===== src/rtl/pinrep_pkg.sv =====
package pinrep_pkg;

  localparam int unsigned STAT_LINES = 4;
  localparam int unsigned SYNC_DEPTH = 2;

  // Next value of one sticky change flag: a detected transition always wins,
  // otherwise a masked write loads the supplied value, otherwise hold.
  function automatic logic sticky_next(input logic cur, input logic evt,
                                       input logic hit, input logic val);
    logic nxt;
    if (evt)      nxt = 1'b1;
    else if (hit) nxt = val;
    else          nxt = cur;
    return nxt;
  endfunction

  // Active-low request to the host.
  function automatic logic request_n(input logic any_chg, input logic en);
    return ~(any_chg & en);
  endfunction

endpackage


===== src/rtl/pinrep_sync.sv =====
module pinrep_sync #(
  parameter int unsigned WIDTH  = 4,
  parameter int unsigned STAGES = 2
) (
  input  logic             clk,
  input  logic             rst_n,
  input  logic [WIDTH-1:0] d_i,
  output logic [WIDTH-1:0] q_o
);

  logic [WIDTH-1:0] stage_q [STAGES];

  generate
    for (genvar s = 0; s < STAGES; s++) begin : g_stage
      if (s == 0) begin : g_first
        always_ff @(posedge clk or negedge rst_n) begin
          if (!rst_n) stage_q[s] <= '0;
          else        stage_q[s] <= d_i;
        end
      end else begin : g_next
        always_ff @(posedge clk or negedge rst_n) begin
          if (!rst_n) stage_q[s] <= '0;
          else        stage_q[s] <= stage_q[s-1];
        end
      end
    end
  endgenerate

  assign q_o = stage_q[STAGES-1];

endmodule


===== src/rtl/pinrep_chgdet.sv =====
module pinrep_chgdet #(
  parameter int unsigned WIDTH = 4,
  parameter int unsigned FILL  = 3
) (
  input  logic             clk,
  input  logic             rst_n,
  input  logic [WIDTH-1:0] cur_i,
  output logic [WIDTH-1:0] evt_o
);

  localparam int unsigned CW = $clog2(FILL + 1);

  logic [WIDTH-1:0] prev_q;
  logic [CW-1:0]    fill_q;
  logic             primed;

  assign primed = (fill_q == CW'(FILL));

  always_ff @(posedge clk or negedge rst_n) begin
    if (!rst_n) begin
      prev_q <= '0;
      fill_q <= '0;
    end else begin
      prev_q <= cur_i;
      if (!primed) fill_q <= fill_q + CW'(1);
    end
  end

  assign evt_o = primed ? (cur_i ^ prev_q) : '0;

endmodule


===== src/rtl/pinrep_sticky.sv =====
module pinrep_sticky #(
  parameter int unsigned WIDTH = 4
) (
  input  logic             clk,
  input  logic             rst_n,
  input  logic [WIDTH-1:0] evt_i,
  input  logic             wr_en_i,
  input  logic [WIDTH-1:0] mask_i,
  input  logic [WIDTH-1:0] val_i,
  output logic [WIDTH-1:0] flag_o
);

  import pinrep_pkg::*;

  logic [WIDTH-1:0] flag_q;

  generate
    for (genvar i = 0; i < WIDTH; i++) begin : g_flag
      logic hit;
      assign hit = wr_en_i & mask_i[i];
      always_ff @(posedge clk or negedge rst_n) begin
        if (!rst_n) flag_q[i] <= 1'b0;
        else        flag_q[i] <= sticky_next(flag_q[i], evt_i[i], hit, val_i[i]);
      end
    end
  endgenerate

  assign flag_o = flag_q;

endmodule


===== src/rtl/pinrep_status.sv =====
module pinrep_status #(
  parameter int unsigned LINES = pinrep_pkg::STAT_LINES,
  parameter int unsigned SYNC  = pinrep_pkg::SYNC_DEPTH
) (
  input  logic               clk,
  input  logic               rst_n,
  input  logic [LINES-1:0]   raw_stat_i,
  input  logic               wr_en_i,
  input  logic [2*LINES-1:0] wr_data_i,
  input  logic               sig_en_i,
  output logic [2*LINES-1:0] rd_data_o,
  output logic               changed_o,
  output logic               stschg_n_o
);

  import pinrep_pkg::*;

  localparam int unsigned FILL = SYNC + 1;

  logic [LINES-1:0] level_w;
  logic [LINES-1:0] evt_w;
  logic [LINES-1:0] flag_w;

  pinrep_sync #(.WIDTH(LINES), .STAGES(SYNC)) sync_i (
    .clk   (clk),
    .rst_n (rst_n),
    .d_i   (raw_stat_i),
    .q_o   (level_w)
  );

  pinrep_chgdet #(.WIDTH(LINES), .FILL(FILL)) det_i (
    .clk   (clk),
    .rst_n (rst_n),
    .cur_i (level_w),
    .evt_o (evt_w)
  );

  pinrep_sticky #(.WIDTH(LINES)) flags_i (
    .clk     (clk),
    .rst_n   (rst_n),
    .evt_i   (evt_w),
    .wr_en_i (wr_en_i),
    .mask_i  (wr_data_i[LINES-1:0]),
    .val_i   (wr_data_i[2*LINES-1:LINES]),
    .flag_o  (flag_w)
  );

  assign rd_data_o  = {flag_w, level_w};
  assign changed_o  = |flag_w;
  assign stschg_n_o = request_n(changed_o, sig_en_i);

endmodule


===== config.mk =====
export PLATFORM = sky130hd
export DESIGN_NAME = pinrep_status
export DESIGN_NICKNAME = d
export VERILOG_FILES = /design/src/rtl/pinrep_pkg.sv /design/src/rtl/pinrep_sync.sv /design/src/rtl/pinrep_chgdet.sv /design/src/rtl/pinrep_sticky.sv /design/src/rtl/pinrep_status.sv
export SDC_FILE = /design/constraint.sdc
export NUM_CORES = 1
export LEC_CHECK = 0
export ABC_AREA = 1
export ABC_CLOCK_PERIOD_IN_PS = 1500
export BUFFER_PORTS_ARGS = -buffer_cell sky130_fd_sc_hd__clkbuf_2
export CAP_MARGIN = 10
export CORE_MARGIN = 2
export CORE_UTILIZATION = 50
export DETAILED_ROUTE_END_ITERATION = 7
export HOLD_SLACK_MARGIN = 0.15
export PLACE_DENSITY = 0.8
export SLEW_MARGIN = 20
export SYNTH_ARGS = -nofsm -noshare
export SYNTH_HDL_FRONTEND = slang
export SYNTH_SLANG_ARGS = --single-unit

===== constraint.sdc =====
create_clock -name clk -period 1.5 [get_ports clk]
set_input_delay 0.075 -clock clk [delete_from_list [all_inputs] [get_ports clk]]
set_output_delay 0.075 -clock clk [all_outputs]
set_load 0.05 [all_outputs]

---- After elaboration in Yosys (flattened, before gate mapping) ----
Cells that the tools add are included.
operators by class
  add/subtract/negate cells ............... 1
  eq/ne operators ......................... 1
  bitwise logic cells ..................... 7
  reduce and logical (&&, ||, !) cells .... 5
  muxes and demuxes ....................... 9
operators by type and width
  operator                                                       count
  1-bit two-way mux                                              8
  2-bit nonzero test                                             4
  1-bit bitwise AND                                              5
  4-bit two-way mux                                              1
  4-bit OR reduction                                             1
  4-bit XOR                                                      1
  2-bit by 1-bit adder with 2-bit output, second input constant  1
  2-bit equality test, second input constant                     1
  1-bit NOT                                                      1
storage, ports and cells
  output and inout bits ................... 10
  bits in registers ....................... 18
  input port bits ......................... 16
  word-level logic and storage cells ...... 31

---- Longest topological paths before layout ----
Gate-level depths: netlist of run 1.
  depth in word-level cells ............... 3
  gate-level depth with buffers ........... 5
  gate-level depth less buffers ........... 4

---- Cells and area by module ----
Synthesis of run 1 repeated with hierarchy kept, for this count alone.
unflattened totals
  cell total of the unflattened synthesis .. 69
  area, all modules ....................... 691.9 µm²
by module, submodules not included
  module         area an instance (µm²)  cells an instance  times used  sequential area each (µm²)
  pinrep_chgdet  256.5                   28                 1           150.1
  pinrep_sync    230.2                   12                 1           200.2
  pinrep_sticky  190.2                   25                 1           100.1
  pinrep_status  15.0                    4                  1           0.0

---- Worst setup path before layout of run 1 ----
No wires, ideal clock.
  path type ............................... flip-flop to output port
  from .................................... register flags_i.flag_q[1] (netlist: flags_i.flag_o[1])
  to ...................................... output stschg_n_o
  path buffers ............................ 0
  stages on the path, launching flop included .. 4
  setup slack ............................. -253 ps
  arrival time ............................ 1678 ps
  data required time ...................... 1425 ps
  cell sequence ........................... dfrtp_1 > nor2_1 > nand3_1 > nand2_1
on the way
  cells in the longest elaborated chain, start to end .. 3
RTL lines
  element                           RTL line             RTL
  start: declaration                pinrep_sticky.sv:15  logic [WIDTH-1:0] flag_q;
  start signal: indexed assignment  pinrep_sticky.sv:23  else flag_q[i] <= sticky_next(flag_q[i], evt_i[i], hit, val_i[i]);
  4-bit OR reduction                pinrep_status.sv:49  assign changed_o = |flag_w;
  net changed_o                     pinrep_status.sv:12  output logic changed_o,
  1-bit bitwise AND                 pinrep_pkg.sv:19     return ~(any_chg & en);
  1-bit NOT                         pinrep_pkg.sv:19
  end: declaration                  pinrep_status.sv:13  output logic stschg_n_o
The timed path passes the listed nets, and every way through them passes these cells.

---- Worst setup path in the final report of run 1 ----
  from .................................... input wr_data_i[7]
  to ...................................... register flags_i.flag_q[3] (netlist: flags_i.flag_o[3])
on the way
  cells in the longest elaborated chain, start to end .. 2
RTL lines
  element             RTL line            RTL
  start: declaration  pinrep_status.sv:9  input logic [2*LINES-1:0] wr_data_i,
  1-bit two-way mux   pinrep_pkg.sv:12    else if (hit) nxt = val;
  1-bit two-way mux   pinrep_pkg.sv:11    if (evt) nxt = 1'b1;
Every way passes these cells. The select of a mux whose other input is x is not followed.
A chain may end at the register's enable or synchronous reset.

==> results of run 1 <==
-- cell usage after synthesis --
cell type	instances	area (sq um)
inv_1	15	56.30
buf_2	1	5.000
nand2_1	25	93.84
dfrtp_1	18	450.4
nand2_2	1	6.260
nor2_1	1	3.750
buf_6	1	11.26
xnor2_1	1	8.760
ha_1	1	12.51
o21ai_1	1	5.000
inv_2	2	7.510
buf_4	4	30.03
nand3_1	9	45.04
-- timing repair --
item                                    4_1_cts  5_1_grt
hold buffers                                 16        0
endpoints found under the hold margin        26        0
endpoints found under the setup margin        0        0
-- stage by stage --
stage / hold WS (ps) / power, W / utilization / setup WS [ps] / instances
after global placement: 27.24 / 0.0006427 / 0.6341 / 513.9 / 114
final: 161.8 / 0.0008891 / 0.7711 / 129.3 / 133
after CTS: 151.9 / 0.0009059 / 0.7711 / 149.6 / 133
after global routing: 191.2 / 0.0009361 / 0.7711 / 88.57 / 133
after floorplan: -220.6 / 0.0006102 / - / 119.3 / 80
after detailed placement: 31.98 / 0.0006480 / 0.6341 / 477.0 / 114
-- path summary, 6_finish.rpt --
| path | to | slack [ps] | startpoint |
|---|---|---|---|
| worst max register to register | flags_i.flag_o[3] | 520 | det_i.fill_q[0] |
| min in group asynchronous | sync_i.q_o[2] | 250 | rst_n |
| worst max-delay path | flags_i.flag_o[3] | 130 | wr_data_i[7] |
| worst min-delay path | flags_i.flag_o[3] | 160 | wr_data_i[3] |
| max in group asynchronous | det_i.prev_q[1] | 950 | rst_n |
| worst min register to register | sync_i.q_o[2] | 360 | sync_i.stage_q[6] |
-- cells by family after synthesis --
kind of cell	share of synthesized area
xor gates and xnor gates	0.01191
buffers and inverters	0.1497
and+or+nand+nor	0.2024
AOI/OAI and AO/OA	0.006796
adders and majority gates	0.01700
DFF	0.6122
-- power by group --
group | switching [W] | internal [W] | total (W) | leakage, nW
registers | 0.0000120 | 0.000506 | 0.000518 | 0.194
clock network | 0.000127 | 0.0000931 | 0.000220 | 0.0138
logic | 0.0000894 | 0.0000614 | 0.000151 | 0.360
-- registers in the layout, summed over array words and instances, names as in the netlist --
| register | cells |
|---|---|
| det_i.prev_q | 4 |
| sync_i.q_o | 4 |
| det_i.fill_q | 2 |
| flags_i.flag_o | 4 |
| sync_i.stage_q | 4 |
-- worst reg2reg max path: cells and delay by family, from the launching register on --
family	cells	cell delay [ps]
simple gates	2	180
flops	1	400
fa+ha+maj	1	290
-- layout make-up --
type	instances	area (sq um)	area share
Multi-Input combinational cell	39	187.7	0.1825
Tap cell	15	18.77	0.01825
Inverter	17	63.81	0.06204
Sequential cell	18	450.4	0.4380
Clock buffer	3	22.52	0.02190
Timing Repair Buffer	41	285.3	0.2774
-- routing by layer --
| layer | global-route usage | part of all wire | wire (microns) | vias up |
|---|---|---|---|---|
| met2 | 0.2923 | 0.49 | 653 | 21 |
| met3 | 0.04310 | 0.062 | 82 | 2 |
| met4 | 0.1125 | 0.0068 | 9 | 0 |
| met5 | 0 | 0 | 0 | - |
| met1 | 0.1868 | 0.44 | 584 | 265 |
| li1 | - | - | - | 308 |
==> impl_metrics.py, run 1 <==
metrics = {
    "clocking": {
        "postCtsSetupRepairBufs": 0,
        "htreeDepth": 1,
        "clk_latency_ps": 280,
        "cts_inserted_buffers": 3,
        "cts_resized": 0,
        "cts_tree": "built",
        "clockBufferDepth": 2,
        "cts_root_buffer": "clkbuf_4",
        "cts.clk_slew.worst_paths_ps": 90,
        "cts_sinks": 18,
    },
    "pwr": {
        "power_density_nw_per_um2": 864.4,
        "peakVddDrop_mv": 0.6221,
        "power_leakage_nw": 0.5681,
    },
    "place": {
        "gp_congestion": 0.6735,
        "hpwl_microns": 886,
        "placed_cell_area_sq_um": 845.8,
        "portBuffers": 25,
    },
    "timing": {
        "worst_pin_slew_ps": 425.8,
        "hold_viol_final": 0,
        "timing.fmax_mhz": 729.5,
        "fin_crit_ps": 1371,
        "grt_setup_unrepaired": "false",
        "setup_tns_ps": 0,
        "finClkSkew_ps": 3.845,
        "max_slew_margin": 0.7161,
        "setup_violations": 0,
        "drv_slew": 0,
        "min_period_over_period": 0.9138,
    },
    "setup_path": {
        "crit_required_ps": 1680,
        "critPathKind": "primary input to flop",
        "startpoint_type": "primary input",
        "critPathCaptureType": "flop",
        "critPathTopFamily": "buffers and inverters",
        "worstPathMaxFanout": 1,
        "cp_num_cells": 7,
        "critPathSlowestCell": "dlygate4sd3_1",
        "critPathMaxStageDelay_ps": 570,
        "arrival_ps": 1550,
        "reg2regPathDepth": 3,
        "crit_chain": "dlygate4sd3_1 > clkbuf_2 > inv_1 > nand3_1 > dlygate4sd3_1 > nand2_1 > nand2_1",
        "path_buf_inv": 4,
    },
    "route": {
        "first_iter_violations": 5,
        "routedWlPerCell_microns": 10.00,
        "drc_errors": 0,
        "vias": 596,
        "first_pass_iters": 3,
        "drt_wl_total_microns": 1330,
        "vias_per_cell": 4.481,
        "detail-route-antenna-nets": 0,
    },
    "grt": {
        "grt_pass1_wl_microns": 2228,
        "grt_pass1_vias": 563,
        "track_usage": 0.1717,
        "antenna_found_initial": 0,
        "grt_max_degree": 19,
        "overflow": 0,
    },
    "logic_synthesis": {
        "yosysSeqAreaShare": 0.6122,
        "synth_warnings": 0,
        "synth.distinct_cells": 13,
        "ys_ff_latch": 18,
        "syn_nets": 97,
        "syn_area_per_cell_sq_um": 9.196,
        "synth_cells": 80,
        "synthesis.area_sq_um": 735.7,
    },
    "floorplan": {
        "core-area_sq_um": 1334,
        "ios": 26,
        "die-area_sq_um": 1794,
        "initial_core_util": 0.5516,
        "fp.dieH_microns": 42.36,
        "die_w_microns": 42.36,
        "fp-row-count": 13,
    },
    "final_layout": {
        "design_area_sq_um": 1028,
        "fill_cells": 96,
        "nets": 137,
        "final_cell_mix": "25 x clkbuf_2, 24 x nand2_1, 18 x dfrtp_1, 16 x dlygate4sd3_1, 15 x inv_1",
        "area_growth_syn_to_layout_pct": 39.80,
        "drive_above_1_share": 0.2797,
        "n_antenna_cell": 0,
        "layout_commonest_cell": "clkbuf_2",
    },
    "min_path": {
        "hold_depth": 5,
        "min_path_type": "primary input to flop",
    },
    "run_status": {
        "status": "completed",
    },
    "job": {
        "maxCapViolCount": 0,
    },
}
Power figures use the tool's default switching activity.
==> run 2, diff against run 1 <==
Settings changed: CELL_PAD_IN_SITES_DETAIL_PLACEMENT set to 1, CELL_PAD_IN_SITES_GLOBAL_PLACEMENT set to 2, CORE_UTILIZATION 50 to 29, PLACE_DENSITY 0.8 to unset, PLACE_DENSITY_LB_ADDON set to 0.1.
==> run 2 against run 1 <==
  * Cell count is 11% higher
  * Via count shrank 2.0%
  * Clock skew shrank 1.2 ps
  * Core utilization decreased by 34 points
  * Combinational power barely moved
  * Sequential share of layout area shrank 0.78 points
  * Critical path depth is the same
  * Power fell by 0.29%
  * Design area rose by 1.8%
  * Critical endpoint is now flags_i.flag_o[0]
  * Largest cell class unchanged
==> impl_metrics.py, run 2 (synthesis results as in run 1) <==
metrics = {
    "timing": {
        "finClkSkew_ps": 2.599,
        "fin_crit_ps": 1335,
        "whs_ps": 208.4,
        "timing.fmax_mhz": 749.0,
        "max_slew_margin": 0.7156,
        "setup_ws_ps": 164.9,
        "worst_pin_slew_ps": 426.7,
        "setup_tns_ps": 0,
        "setup_violations": 0,
        "drv_slew": 0,
        "grt_setup_unrepaired": "false",
        "min_period_over_period": 0.8900,
        "hold_viol_final": 0,
    },
    "pwr": {
        "power_frac_comb": 0.168,
        "peakVddDrop_mv": 0.5153,
        "seqPwrFrac": 0.585,
        "power_density_nw_per_um2": 846.5,
        "p_int_w": 0.0006600,
        "power_leakage_nw": 0.5681,
        "clkPwrFrac": 0.247,
        "power_switching_w": 0.0002264,
        "swShare": 0.2554,
    },
    "final_layout": {
        "regArea_sq_um": 450.4,
        "final_cell_mix": "25 x clkbuf_2, 24 x nand2_1, 18 x dfrtp_1, 16 x dlygate4sd3_1, 15 x inv_1",
        "design_area_sq_um": 1047,
        "multi_input_area_sq_um": 187.7,
        "n_antenna_cell": 0,
        "drive_above_1_share": 0.2797,
        "fill_cells": 294,
        "layout_commonest_cell": "clkbuf_2",
        "nets": 137,
        "area_growth_syn_to_layout_pct": 42.35,
    },
    "grt": {
        "grt_pass1_vias": 511,
        "antenna_found_initial": 0,
        "grt_max_degree": 19,
        "overflow": 0,
        "grt_pass1_wl_microns": 2111,
        "track_usage": 0.1024,
    },
    "route": {
        "drc_errors": 0,
        "vias_per_cell": 3.946,
        "first_iter_violations": 0,
        "vias": 584,
        "first_pass_iters": 1,
        "routedWlPerCell_microns": 9.230,
        "detail-route-antenna-nets": 0,
        "drt_wl_total_microns": 1366,
    },
    "place": {
        "portBuffers": 25,
        "placed_cell_area_sq_um": 864.6,
        "hpwl_microns": 976.4,
        "pre_cts_ws_ps": 481.4,
        "gp_congestion": 0.6301,
    },
    "floorplan": {
        "die_w_microns": 54.37,
        "initial_core_util": 0.3025,
        "die-area_sq_um": 2956,
        "fp-row-count": 18,
        "core-area_sq_um": 2432,
        "ios": 26,
        "fp.dieH_microns": 54.37,
    },
    "setup_path": {
        "arrival_ps": 1510,
        "crit_required_ps": 1670,
        "critPathKind": "primary input to flop",
        "startpoint_type": "primary input",
        "worstPathMaxFanout": 1,
        "critPathCaptureType": "flop",
    },
    "min_path": {
        "min_path_type": "primary input to flop",
    },
    "job": {
        "maxCapViolCount": 0,
    },
    "run_status": {
        "status": "completed",
    },
    "clocking": {
        "postCtsSetupRepairBufs": 0,
        "cts_resized": 0,
        "clk_latency_ps": 270,
        "cts_root_buffer": "clkbuf_4",
        "htreeDepth": 1,
        "cts_tree": "built",
        "holdBufCountCts": 16,
        "cts.clk_slew.worst_paths_ps": 90,
        "cts_sinks": 18,
        "clockBufferDepth": 2,
        "cts_inserted_buffers": 3,
    },
}
==> run 2: area by class of cell <==
| class | count | area share |
|---|---|---|
| Sequential cell | 18 | 0.4301 |
| Timing Repair Buffer | 41 | 0.2724 |
| Multi-Input combinational cell | 39 | 0.1792 |
| Inverter | 17 | 0.06093 |
| Tap cell | 30 | 0.03584 |
| Clock buffer | 3 | 0.02151 |
==> run 2: through the flow <==
stage	std cells	util	total power, W
2_1_floorplan	80	-	0.0006102
3_3_place_gp	129	0.3555	0.0006457
3_5_place_dp	129	0.3555	0.0006492
4_1_cts	148	0.4306	0.0009029
5_1_grt	148	0.4306	0.0009409
6_report	148	0.4306	0.0008865
==> run 2: worst paths after layout <==
check | from | endpoint | slack (ps) | depth (start not counted)
max | wr_data_i[4] | flags_i.flag_o[0] | 160 | 7
min | wr_en_i | flags_i.flag_o[2] | 210 | 5
max reg2reg | det_i.fill_q[0] | flags_i.flag_o[1] | 490 | 3
min reg2reg | sync_i.stage_q[5] | sync_i.q_o[1] | 360 | 0
max in group asynchronous | rst_n | sync_i.q_o[1] | 940 | 2
min in group asynchronous | rst_n | sync_i.stage_q[7] | 260 | 2
==> run 2: power groups by stage <==
stage | Combinational [W] | Sequential, W | Clock [W]
final | 0.000149 | 0.000518 | 0.000219
after global routing | 0.000164 | 0.000522 | 0.000255
after CTS | 0.000151 | 0.000519 | 0.000233
after detailed placement | 0.000120 | 0.000529 | 0
after global placement | 0.000119 | 0.000527 | 0
after floorplan | 0.0000675 | 0.000543 | 0
==> run 2: critical path, stage by stage <==
cell	delay, ps
dlygate4sd3_1	540
clkbuf_2	110
inv_1	40
nand3_1	60
dlygate4sd3_1	570
nand2_1	70
nand2_1	50
==> run 2: per-layer routing <==
metal / track usage / share of wire / wire (microns)
met2: 0.1847 / 0.52 / 709
met5: 0 / 0 / 0
met1: 0.1163 / 0.41 / 560
met3: 0.01639 / 0.062 / 85
met4: 0.05000 / 0.0073 / 10
